==> config.mk <==
export PLATFORM = sky130hd
export DESIGN_NAME = trig_route
export DESIGN_NICKNAME = d
export VERILOG_FILES = /design/src/rtl/trig_route_pkg.sv /design/src/rtl/trig_route_regs.sv /design/src/rtl/trig_route_swinj.sv /design/src/rtl/trig_route_xbar.sv /design/src/rtl/trig_route.sv
export SDC_FILE = /design/constraint.sdc
export NUM_CORES = 1
export LEC_CHECK = 0
export ABC_AREA = 1
export BUFFER_PORTS_ARGS = -buffer_cell sky130_fd_sc_hd__buf_2
export CORE_MARGIN = 4
export CORE_UTILIZATION = 29
export DETAILED_ROUTE_END_ITERATION = 8
export PLACE_DENSITY_LB_ADDON = 0.3
export SYNTH_ARGS = -nofsm -noshare
export SYNTH_HDL_FRONTEND = slang
export SYNTH_SLANG_ARGS = --single-unit
==> constraint.sdc <==
create_clock -name clk -period 4.05 [get_ports clk]
set_clock_uncertainty 0.15 [all_clocks]
set_input_delay 0.405 -clock clk [delete_from_list [all_inputs] [get_ports clk]]
set_output_delay 0.405 -clock clk [all_outputs]
set_load 0.05 [all_outputs]
==> src/rtl/trig_route_pkg.sv <==
package trig_route_pkg;
  localparam int DATA_W        = 32;
  localparam int ID_W          = 8;
  localparam int SW_FIELDS     = DATA_W / ID_W;
  localparam int ADDR_GCTL     = 0;
  localparam int ADDR_SWTRIG   = 1;
  localparam int ADDR_SEL_BASE = 2;
  localparam int GCTL_EN_BIT   = 0;
  localparam int GCTL_LOCK_BIT = 1;
  localparam int SEL_LOCK_BIT  = DATA_W - 1;

  typedef struct packed {
    logic lock;
    logic en;
  } gctl_t;
endpackage

==> src/rtl/trig_route_regs.sv <==
module trig_route_regs
  import trig_route_pkg::*;
#(
  parameter int NUM_CONS = 8,
  parameter int ADDR_W   = 5
) (
  input  logic                               clk,
  input  logic                               rst,
  input  logic                               glock_in,
  input  logic                               wr_en,
  input  logic                               rd_en,
  input  logic [ADDR_W-1:0]                  addr,
  input  logic [DATA_W-1:0]                  wdata,
  output logic [DATA_W-1:0]                  rdata,
  output logic                               en_o,
  output logic [NUM_CONS-1:0][ID_W-1:0]      sel_id_o,
  output logic                               sw_wr_o
);
  localparam int PAD_W = DATA_W - 1 - ID_W;

  gctl_t                          gctl_q;
  logic [NUM_CONS-1:0][ID_W-1:0]  sel_q;
  logic [NUM_CONS-1:0]            lock_q;
  logic                           wr_gctl;
  logic                           gctl_blocked;
  logic [DATA_W-1:0]              rd_word;
  logic                           unused_wbits;

  assign unused_wbits = ^wdata[SEL_LOCK_BIT-1:ID_W];

  assign wr_gctl      = wr_en && (addr == ADDR_W'(ADDR_GCTL));
  assign gctl_blocked = glock_in && gctl_q.lock;
  assign sw_wr_o      = wr_en && (addr == ADDR_W'(ADDR_SWTRIG));
  assign en_o         = gctl_q.en;
  assign sel_id_o     = sel_q;

  always_ff @(posedge clk) begin
    if (rst) begin
      gctl_q <= '0;
    end else if (wr_gctl && !gctl_blocked) begin
      gctl_q.lock <= wdata[GCTL_LOCK_BIT];
      gctl_q.en   <= wdata[GCTL_EN_BIT];
    end
  end

  // a locked control register keeps its contents
  a_r10_gctl_lock_hold: assert property (@(posedge clk) disable iff (rst)
    (wr_gctl && glock_in && gctl_q.lock) |=> $stable({gctl_q.lock, gctl_q.en}));

  for (genvar c = 0; c < NUM_CONS; c++) begin : g_sel
    logic hit;
    assign hit = wr_en && (addr == ADDR_W'(ADDR_SEL_BASE + c));

    always_ff @(posedge clk) begin
      if (rst) begin
        sel_q[c]  <= '0;
        lock_q[c] <= 1'b0;
      end else if (hit && !(glock_in && lock_q[c])) begin
        sel_q[c]  <= wdata[ID_W-1:0];
        lock_q[c] <= wdata[SEL_LOCK_BIT];
      end
    end

    // a locked select register keeps its ID and lock bit
    a_r9_sel_lock_hold: assert property (@(posedge clk) disable iff (rst)
      (hit && glock_in && lock_q[c]) |=> ($stable(sel_q[c]) && lock_q[c]));
  end

  always_comb begin
    rd_word = '0;
    if (addr == ADDR_W'(ADDR_GCTL)) begin
      rd_word[GCTL_EN_BIT]   = gctl_q.en;
      rd_word[GCTL_LOCK_BIT] = gctl_q.lock;
    end
    for (int c = 0; c < NUM_CONS; c++) begin
      if (addr == ADDR_W'(ADDR_SEL_BASE + c)) begin
        rd_word = {lock_q[c], {PAD_W{1'b0}}, sel_q[c]};
      end
    end
  end

  always_ff @(posedge clk) begin
    if (rst) begin
      rdata <= '0;
    end else if (rd_en) begin
      rdata <= rd_word;
    end
  end
endmodule

==> src/rtl/trig_route_swinj.sv <==
module trig_route_swinj
  import trig_route_pkg::*;
#(
  parameter int NUM_PROD = 16
) (
  input  logic                clk,
  input  logic                rst,
  input  logic                sw_wr,
  input  logic [DATA_W-1:0]   wdata,
  output logic [NUM_PROD-1:0] sw_vec_o
);
  logic [NUM_PROD-1:0] decoded;

  always_comb begin
    decoded = '0;
    for (int f = 0; f < SW_FIELDS; f++) begin
      for (int p = 0; p < NUM_PROD; p++) begin
        if (wdata[f*ID_W +: ID_W] == ID_W'(p + 1)) begin
          decoded[p] = 1'b1;
        end
      end
    end
  end

  always_ff @(posedge clk) begin
    if (rst) begin
      sw_vec_o <= '0;
    end else begin
      sw_vec_o <= sw_wr ? decoded : '0;
    end
  end

  // without a fresh write the injected vector is empty next cycle
  a_r5_sw_one_shot: assert property (@(posedge clk) disable iff (rst)
    !sw_wr |=> (sw_vec_o == '0));
endmodule

==> src/rtl/trig_route_xbar.sv <==
module trig_route_xbar
  import trig_route_pkg::*;
#(
  parameter int NUM_PROD = 16,
  parameter int NUM_CONS = 8
) (
  input  logic                           clk,
  input  logic                           rst,
  input  logic                           en,
  input  logic [NUM_PROD-1:0]            hw_in,
  input  logic [NUM_PROD-1:0]            sw_in,
  input  logic [NUM_CONS-1:0][ID_W-1:0]  sel_id,
  output logic [NUM_CONS-1:0]            trig_o
);
  logic [NUM_PROD-1:0] src;

  assign src = hw_in | sw_in;

  for (genvar c = 0; c < NUM_CONS; c++) begin : g_cons
    logic hit;

    always_comb begin
      hit = 1'b0;
      for (int p = 0; p < NUM_PROD; p++) begin
        if (sel_id[c] == ID_W'(p + 1)) begin
          hit = src[p];
        end
      end
    end

    always_ff @(posedge clk) begin
      if (rst) begin
        trig_o[c] <= 1'b0;
      end else begin
        trig_o[c] <= en && hit;
      end
    end

    // the null ID never delivers a pulse
    a_r3_null_quiet: assert property (@(posedge clk) disable iff (rst)
      (sel_id[c] == '0) |=> !trig_o[c]);

    // routing disabled keeps the output low
    a_r7_disable_quiet: assert property (@(posedge clk) disable iff (rst)
      !en |=> !trig_o[c]);

    for (genvar d = c + 1; d < NUM_CONS; d++) begin : g_pair
      // consumers sharing a producer pulse together
      a_r2_fanout_match: assert property (@(posedge clk) disable iff (rst)
        (sel_id[c] == sel_id[d]) |=> (trig_o[c] == trig_o[d]));
    end
  end
endmodule

==> src/rtl/trig_route.sv <==
module trig_route
  import trig_route_pkg::*;
#(
  parameter int NUM_PROD = 16,
  parameter int NUM_CONS = 8,
  parameter int ADDR_W   = 5
) (
  input  logic                clk,
  input  logic                rst,
  input  logic                glock_in,
  input  logic [NUM_PROD-1:0] trig_in,
  output logic [NUM_CONS-1:0] trig_out,
  input  logic                wr_en,
  input  logic                rd_en,
  input  logic [ADDR_W-1:0]   addr,
  input  logic [31:0]         wdata,
  output logic [31:0]         rdata
);
  logic                          en;
  logic                          sw_wr;
  logic [NUM_CONS-1:0][ID_W-1:0] sel_id;
  logic [NUM_PROD-1:0]           sw_vec;

  trig_route_regs #(.NUM_CONS(NUM_CONS), .ADDR_W(ADDR_W)) u_regs (
    .clk      (clk),
    .rst      (rst),
    .glock_in (glock_in),
    .wr_en    (wr_en),
    .rd_en    (rd_en),
    .addr     (addr),
    .wdata    (wdata),
    .rdata    (rdata),
    .en_o     (en),
    .sel_id_o (sel_id),
    .sw_wr_o  (sw_wr)
  );

  trig_route_swinj #(.NUM_PROD(NUM_PROD)) u_swinj (
    .clk      (clk),
    .rst      (rst),
    .sw_wr    (sw_wr),
    .wdata    (wdata),
    .sw_vec_o (sw_vec)
  );

  trig_route_xbar #(.NUM_PROD(NUM_PROD), .NUM_CONS(NUM_CONS)) u_xbar (
    .clk    (clk),
    .rst    (rst),
    .en     (en),
    .hw_in  (trig_in),
    .sw_in  (sw_vec),
    .sel_id (sel_id),
    .trig_o (trig_out)
  );
endmodule

* Word level (Yosys, flattened, before mapping)
Index checks and enable logic that the tools add are counted.
** Operators by class
- Equal/unequal tests :: 201
- Multiplexer cells :: 201
- Bitwise gates (word level) :: 2
- Reductions and logical operators :: 47
** Operators with widths (count)
- $eq 8x4->1 const B :: 96
- $eq 8x3->1 const B :: 48
- $mux 32 :: 8
- $eq 8x2->1 const B :: 24
- $mux 1 :: 192
- $eq 8x1->1 const B :: 12
- $eq 8x5->1 const B :: 12
- $logic_and 1x1->1 :: 36
- $eq 5x3->1 const B :: 4
- $or 16x16->16 :: 1
- $eq 5x2->1 const B :: 2
- $eq 5x4->1 const B :: 2
- $logic_not 1->1 :: 9
- $eq 5x1->1 const B :: 1
- $logic_not 5->1 :: 1
- $mux 2 :: 1
- $reduce_or 2->1 :: 1
- $not 1->1 :: 1
** Word-level totals
- Flip-flop bits (word level) :: 130
- Input bits :: 58
- Output and inout port bits :: 40
- Word-level logic and storage cells :: 479

* Longest topological paths before layout
Gate-level depths: netlist (run 1).
- Word-level depth :: 18
- Gate-level depth with buffers :: 15
- Gate-level depth less buffers :: 15

* By module
Synthesis (run 1) repeated with hierarchy kept, for this count alone.
** Second synthesis, totals
- Cell total of the unflattened synthesis :: 1357
- Area, all modules :: 8020.2 µm²
** Modules (own cells, without submodules)
- trig_route_regs :: times used 1, cells an instance 548, area each 4032.6 µm², sequential area each 1661.6 µm²
- trig_route_xbar :: times used 1, cells an instance 532, area each 2528.7 µm², sequential area each 160.2 µm²
- trig_route_swinj :: times used 1, cells an instance 277, area each 1458.9 µm², sequential area each 320.3 µm²

* Worst setup path before layout (run 1)
Ideal clock, no wire load.
- Path type :: input-to-reg
- From :: input wdata[13]
- To :: register u_swinj.sw_vec_o[14]
- Setup time :: 0.081 ns
- Arrival time :: 1.423 ns
- Data required time :: 3.819 ns
- Path slack :: 2.396 ns
- Stages on the path :: 4
- Path buffers :: 0
- Path through :: or3_1 -> nor4_1 -> nand3_1 -> a41oi_1
** Between the ends
- Longest elaborated chain between the ends :: 4
** RTL lines
- start, declared :: line trig_route.sv:16 : input logic [31:0] wdata,
- $eq 8x4->1 :: line trig_route_swinj.sv:18 : if (wdata[f*ID_W +: ID_W] == ID_W'(p + 1)) begin
- $mux 1 (3 in a row) :: line trig_route_swinj.sv:18
- end signal, assigned :: line trig_route_swinj.sv:29 : sw_vec_o <= sw_wr ? decoded : '0;
- end, declared :: line trig_route_swinj.sv:10 : output logic [NUM_PROD-1:0] sw_vec_o
Every way passes these cells.
A chain may end at the register's enable or synchronous reset.

* Final worst setup path (run 1)
- From :: register u_swinj.sw_vec_o[5]
- To :: register u_xbar.trig_o[5]
** Between the ends
- Longest elaborated chain between the ends :: 13
** RTL lines
- $or 16x16->16 :: line trig_route_xbar.sv:17 : assign src = hw_in | sw_in;
- $mux 1 (11 in a row) :: line trig_route_xbar.sv:25 : if (sel_id[c] == ID_W'(p + 1)) begin
- $logic_and 1x1->1 :: line trig_route_xbar.sv:35 : trig_o[c] <= en && hit;
- end signal, assigned by index :: line trig_route_xbar.sv:35
- end, declared :: line trig_route_xbar.sv:13 : output logic [NUM_CONS-1:0] trig_o
Every way passes these cells.

==> results of run 1 <==
## logic make-up (layout without fill, tap and decap cells)
group	after synthesis	in the layout	synth area share
other	1	23	0.000542
flip-flops	107	107	0.310
AO/OA/AOI/OAI	281	281	0.232
AND/OR/NAND/NOR	502	502	0.317
buffers and inverters	232	274	0.141
## layer usage
metal  vias to the layer above  GRT usage
met2                       221      0.277
met1                      3395      0.266
met3                        30     0.0228
met5                         -          0
met4                         0     0.0488
li1                       3824          -
## cell type report
cell class,instances,area (µm²),area share
Sequential cell,107,2140,0.275
Inverter,182,683,0.0877
Multi-Input combinational cell,806,3880,0.499
Clock inverter,6,55.1,0.00707
Clock buffer,10,239,0.0307
Timing Repair Buffer,76,385,0.0495
Tap cell,319,399,0.0513
## stage by stage
stage / hold slack (ns) / std cells / total power [mW] / area [µm²] / worst slack (ns)
floorplan: 0.288 / 1145 / 1.30 / 7000 / 2.40
global placement: 0.305 / 1490 / 1.39 / 7490 / 1.81
detailed placement: 0.307 / 1490 / 1.39 / 7490 / 1.79
CTS: 0.245 / 1506 / 2.29 / 7790 / 1.98
global route: 0.273 / 1506 / 2.37 / 7790 / 1.83
finish: 0.255 / 1506 / 2.27 / 7790 / 1.98
## power breakdown
part	internal [mW]	leakage (nW)	switching (mW)
clock	0.449	0.140	0.449
combinational	0.0670	2.17	0.232
sequential	1.06	0.863	0.00936
total	1.58	3.17	0.690
## registers in the layout (all words and copies together) (netlist names)
name / flops
u_regs.rdata: 9
u_regs.lock_q: 8
u_regs.gctl_q: 1
u_regs.en_o: 1
u_swinj.sw_vec_o: 16
u_xbar.trig_o: 8
u_regs.sel_id_o: 64
## cells in the final DEF (no fill, tap or decap), types with 3 or more instances in the layout
cell / n
nand3_2: 4
a41oi_1: 7
nand4_1: 26
inv_1: 175
buf_2: 74
inv_2: 5
nand2_1: 205
o21ai_0: 96
nor3_1: 33
o21ai_1: 7
o221ai_1: 4
a21oi_1: 113
conb_1: 23
nor2_4: 3
a221oi_1: 4
a31oi_1: 8
dfxtp_1: 107
nor2_1: 134
nand3_1: 78
o31ai_1: 6
clkbuf_16: 9
nor4_1: 4
o2111ai_1: 8
nor2_2: 8
o211ai_2: 4
a22oi_1: 4
o22ai_1: 11
## worst paths after layout
path | from | end | slack [ns] | depth (start not counted)
setup / recovery | u_swinj.sw_vec_o[5] | u_xbar.trig_o[5] | 1.98 | 12
hold / removal | wdata[22] | u_swinj.sw_vec_o[11] | 0.25 | 4
setup reg to reg | u_swinj.sw_vec_o[5] | u_xbar.trig_o[5] | 1.98 | 12
hold reg to reg | u_regs.rdata[0] | u_regs.rdata[0] | 0.32 | 2
## worst max-delay path, delay by kind of cell, from the launching register on
family                 cells  cell delay [ns]
AND/OR/NAND/NOR            8             0.98
flip-flops                 1             0.31
AO/OA/AOI/OAI              3             0.31
buffers and inverters      1             0.22
==> impl_metrics.json, run 1 <==
{
  "outcome": "complete, no violations",
  "synth.cell_area_mm2": 0.00692,
  "clk_latency_ns": 0.36,
  "clkTransAtPathRegs_ns": 0.08,
  "finish.utilization": 0.332,
  "cp.arrival_ns": 2.18,
  "die-area_mm2": 0.0264,
  "fin_setup_tns_ns": 0,
  "drv_cap": 0,
  "finalCriticalPeriod_ns": 2.07,
  "top_layer_used": "met4",
  "fp.dieW_um": 162,
  "start_util": 0.295,
  "ys_warn_count": 0,
  "finalHoldViolCount": 0,
  "syn_to_final_growth_pct": 12.6,
  "num_antenna_cells": 0,
  "die-height_um": 162,
  "place.gp.congestion": 0.975,
  "worstMarginPinSlew_ns": 1.04,
  "synthFlopType": "dfxtp_1",
  "max_stage_delay_ns": 0.48,
  "grt_overflow_total": 0,
  "yosys.area.top_type": "dfxtp_1",
  "setup_viol": 0,
  "synth_common_cells": "205 x nand2_1, 175 x inv_1, 134 x nor2_1, 113 x a21oi_1, 107 x dfxtp_1",
  "cts_resized": 0,
  "drt-pass1-iter-count": 5,
  "end_kind": "flip-flop",
  "synth-edff-count": 0,
  "slowest_stage": "nor2_1",
  "min_period_over_period": 0.512,
  "syn_inst": 1123,
  "leakage_nw": 3.17,
  "crit_top_cell": "nand2_1",
  "synth_area_leaders": "dfxtp_1 31%, nand2_1 11%, inv_1 9.5%",
  "cts_root_buffer": "clkbuf_16",
  "drive_above_1_share": 0.104,
  "worstSetupPathType": "flip-flop to flip-flop",
  "cts_tree": "built",
  "drt_iter0_drc": 724,
  "vias": 7470,
  "crit_required_ns": 4.15,
  "routed-wl-met3_um": 1140,
  "wl_met1_um": 12100,
  "max_freq_mhz": 482,
  "antenna_found_initial": 0,
  "wl_per_cell_um": 16.2,
  "rsz0062_at_grt": "false",
  "viasPerCell": 4.96,
  "cts_buffers": 9,
  "routed_wl_um": 24400,
  "core_area_mm2": 0.0235,
  "synth-async-reset-ratio": 0,
  "rows": 56,
  "grt_usage": 0.180,
  "ys_seq_elements": 107,
  "yosysMostFrequentCell": "nand2_1",
  "start_kind": "flip-flop",
  "peakVddDrop_mv": 0.287,
  "cp_cell_sequence": "nor2_1, inv_1, a21oi_1, o21ai_0, nor2_1, nor2_1, nand2_1, nand2_1, nand2_1, nand2_1, nand2_1, a21oi_1",
  "cts_sinks": 107,
  "hold_class": "input port to flip-flop",
  "relSlewSlack": 0.299,
  "ant_nets": 0,
  "grt_max_degree": 75,
  "place_hpwl_um": 19200,
  "post-cts-setup-buffers": 0,
  "worstPathMaxFanout": 6,
  "netlist.area_leader.share": 0.310,
  "hold_buffers": 0,
  "met2_length_um": 10700,
  "cts_buffer_depth": 2,
  "drv_slew": 0,
  "port_buffers": 74,
  "power.density_mw_per_mm2": 291,
  "ys_seq_area_frac": 0.310,
  "fin_nets": 1240,
  "drc": 0,
  "fill_cells": 2641,
  "htreeDepth": 3,
  "syn_area_per_cell_um2": 6.16,
  "ys_types": 41,
  "grt_pass1_vias": 6694,
  "grt_pass1_wl_um": 37700,
  "ios": 98
}
Power figures use the tool's default switching activity.
==> run 2, diff against run 1 <==
clock period = 1.7 ns   (was 4.05 ns; I/O delays follow)
==> impl_metrics.json, run 2 (synthesis results as in run 1) <==
{
  "min_period_over_period": 0.995,
  "cts_tree": "built",
  "max_stage_delay_ns": 0.33,
  "clk_latency_ns": 0.36,
  "cts_buffers": 9,
  "power.density_mw_per_mm2": 634,
  "grt_max_degree": 75,
  "drt-pass1-iter-count": 5,
  "end_kind": "flip-flop",
  "cts_sinks": 107,
  "worstMarginPinSlew_ns": 0.642,
  "largest_reg_flops": 64,
  "drt_iter0_drc": 714,
  "crit_required_ns": 1.85,
  "viasPerCell": 4.87,
  "fp.dieW_um": 162,
  "final_area_mm2": 0.00895,
  "start_util": 0.295,
  "peakVddDrop_mv": 0.459,
  "antenna_found_initial": 0,
  "cp_cell_sequence": "inv_2, nand2_2, nor2_4, inv_2, nor2_4, inv_2, o31ai_2, inv_1, nand2_1, nand2_1, nand2_1, nand2_2, a21oi_2",
  "layout_commonest_cell": "nand2_1",
  "port_buffers": 74,
  "layoutNonFillerInstCount": 1617,
  "rows": 56,
  "worstPathMaxFanout": 5,
  "fin_setup_tns_ns": 0,
  "numPlacedInstances": 1586,
  "place.gp.congestion": 0.944,
  "layout_common_cells": "194 x nand2_1, 149 x inv_1, 109 x a21oi_1",
  "fin_nets": 1351,
  "seqPwrFrac": 0.450,
  "grt_usage": 0.183,
  "grt_pass1_vias": 7020,
  "pwr-share-comb": 0.152,
  "rsz0062_at_grt": "true",
  "fill_cells": 2606,
  "grt_overflow_total": 0,
  "finish.utilization": 0.381,
  "htreeDepth": 3,
  "drive_above_1_share": 0.260,
  "drv_cap": 0,
  "start_kind": "flip-flop",
  "place_hpwl_um": 19900,
  "hold_class": "input port to flip-flop",
  "core_area_mm2": 0.0235,
  "cts_buffer_depth": 2,
  "finalHoldViolCount": 0,
  "setup_viol": 0,
  "power.internal_mw": 3.97,
  "total_power_mw": 5.67,
  "worstSetupPathType": "flip-flop to flip-flop",
  "die-area_mm2": 0.0264,
  "clock_power_share": 0.398,
  "outcome": "complete, no violations",
  "slowest_stage": "dfxtp_2",
  "cts_root_buffer": "clkbuf_16",
  "multi_input_area_mm2": 0.00413,
  "routed_wl_um": 25000,
  "whs_ns": 0.0281,
  "num_antenna_cells": 0,
  "ant_nets": 0,
  "relSlewSlack": 0.571,
  "finalCriticalPeriod_ns": 1.69,
  "leakage_nw": 3.79,
  "vias": 7879,
  "ios": 98,
  "drv_slew": 0,
  "setup_ws_ns": 0.00818,
  "place_area_mm2": 0.00824,
  "clkTransAtPathRegs_ns": 0.08,
  "switching_share": 0.300,
  "max_freq_mhz": 591,
  "dp_slack_ns": -0.0611,
  "ff_latch_area_mm2": 0.00217,
  "switchingPower_mw": 1.70,
  "grt_pass1_wl_um": 38300,
  "die-height_um": 162,
  "wl_per_cell_um": 15.4,
  "syn_to_final_growth_pct": 29.4,
  "cp.arrival_ns": 1.84,
  "drc": 0
}
-- run 2: changes by cell type in the layout (fill, tap and decap cells not counted), sizes merged --
cell / before / now
buf: 76 / 187
bufinv: 0 / 1
clkinv: 2 / 3
inv: 184 / 185
clkbuf: 10 / 9
clkinvlp: 2 / 0
-- run 2: power by group through the flow --
stage               sequential, mW  clock (mW)  combinational (mW)
floorplan                     2.62           0               0.488
global placement              2.61           0               0.803
detailed placement            2.61           0               0.807
CTS                           2.55        2.30               0.811
global route                  2.56        2.38               0.933
finish                        2.55        2.26               0.860
-- run 2: final timing paths --
path	slack, ns	end	start	cells past startpoint
hold / removal	0.03	u_regs.rdata[31]	rd_en	3
hold reg to reg	0.32	u_regs.rdata[0]	u_regs.rdata[0]	2
setup / recovery	0.008	u_xbar.trig_o[0]	u_regs.sel_id_o[5]	13
setup reg to reg	0.008	u_xbar.trig_o[0]	u_regs.sel_id_o[5]	13
-- run 2: layout make-up --
class | instances | share of cell area
clock buffer | 9 | 0.0252
clock inverter | 7 | 0.00909
multi-input combinational | 806 | 0.461
inverter | 182 | 0.0769
timing repair buffer | 187 | 0.141
sequential | 107 | 0.242
tap | 319 | 0.0446
-- run 2: layer usage --
metal,global-route usage,part of all wire
met5,0,0
met4,0.0727,0.029
met3,0.0246,0.059
met2,0.282,0.44
met1,0.259,0.47
-- run 2: critical path: cells and delay by family (launching register included) --
kind	cells	cell delay, ns
and+or+nand+nor	7	0.58
DFF	1	0.33
AOI/OAI and AO/OA	2	0.31
buffers and inverters	4	0.26
-- run 2: repair_timing --
action | 4_1_cts | 5_1_grt
buffers inserted | 0 | 15
setup endpoints to repair | 2 | 9
hold buffers | 0 | 0
resized for setup | 4 | 124
hold endpoints to repair | 0 | 0
pin swaps | 0 | 23
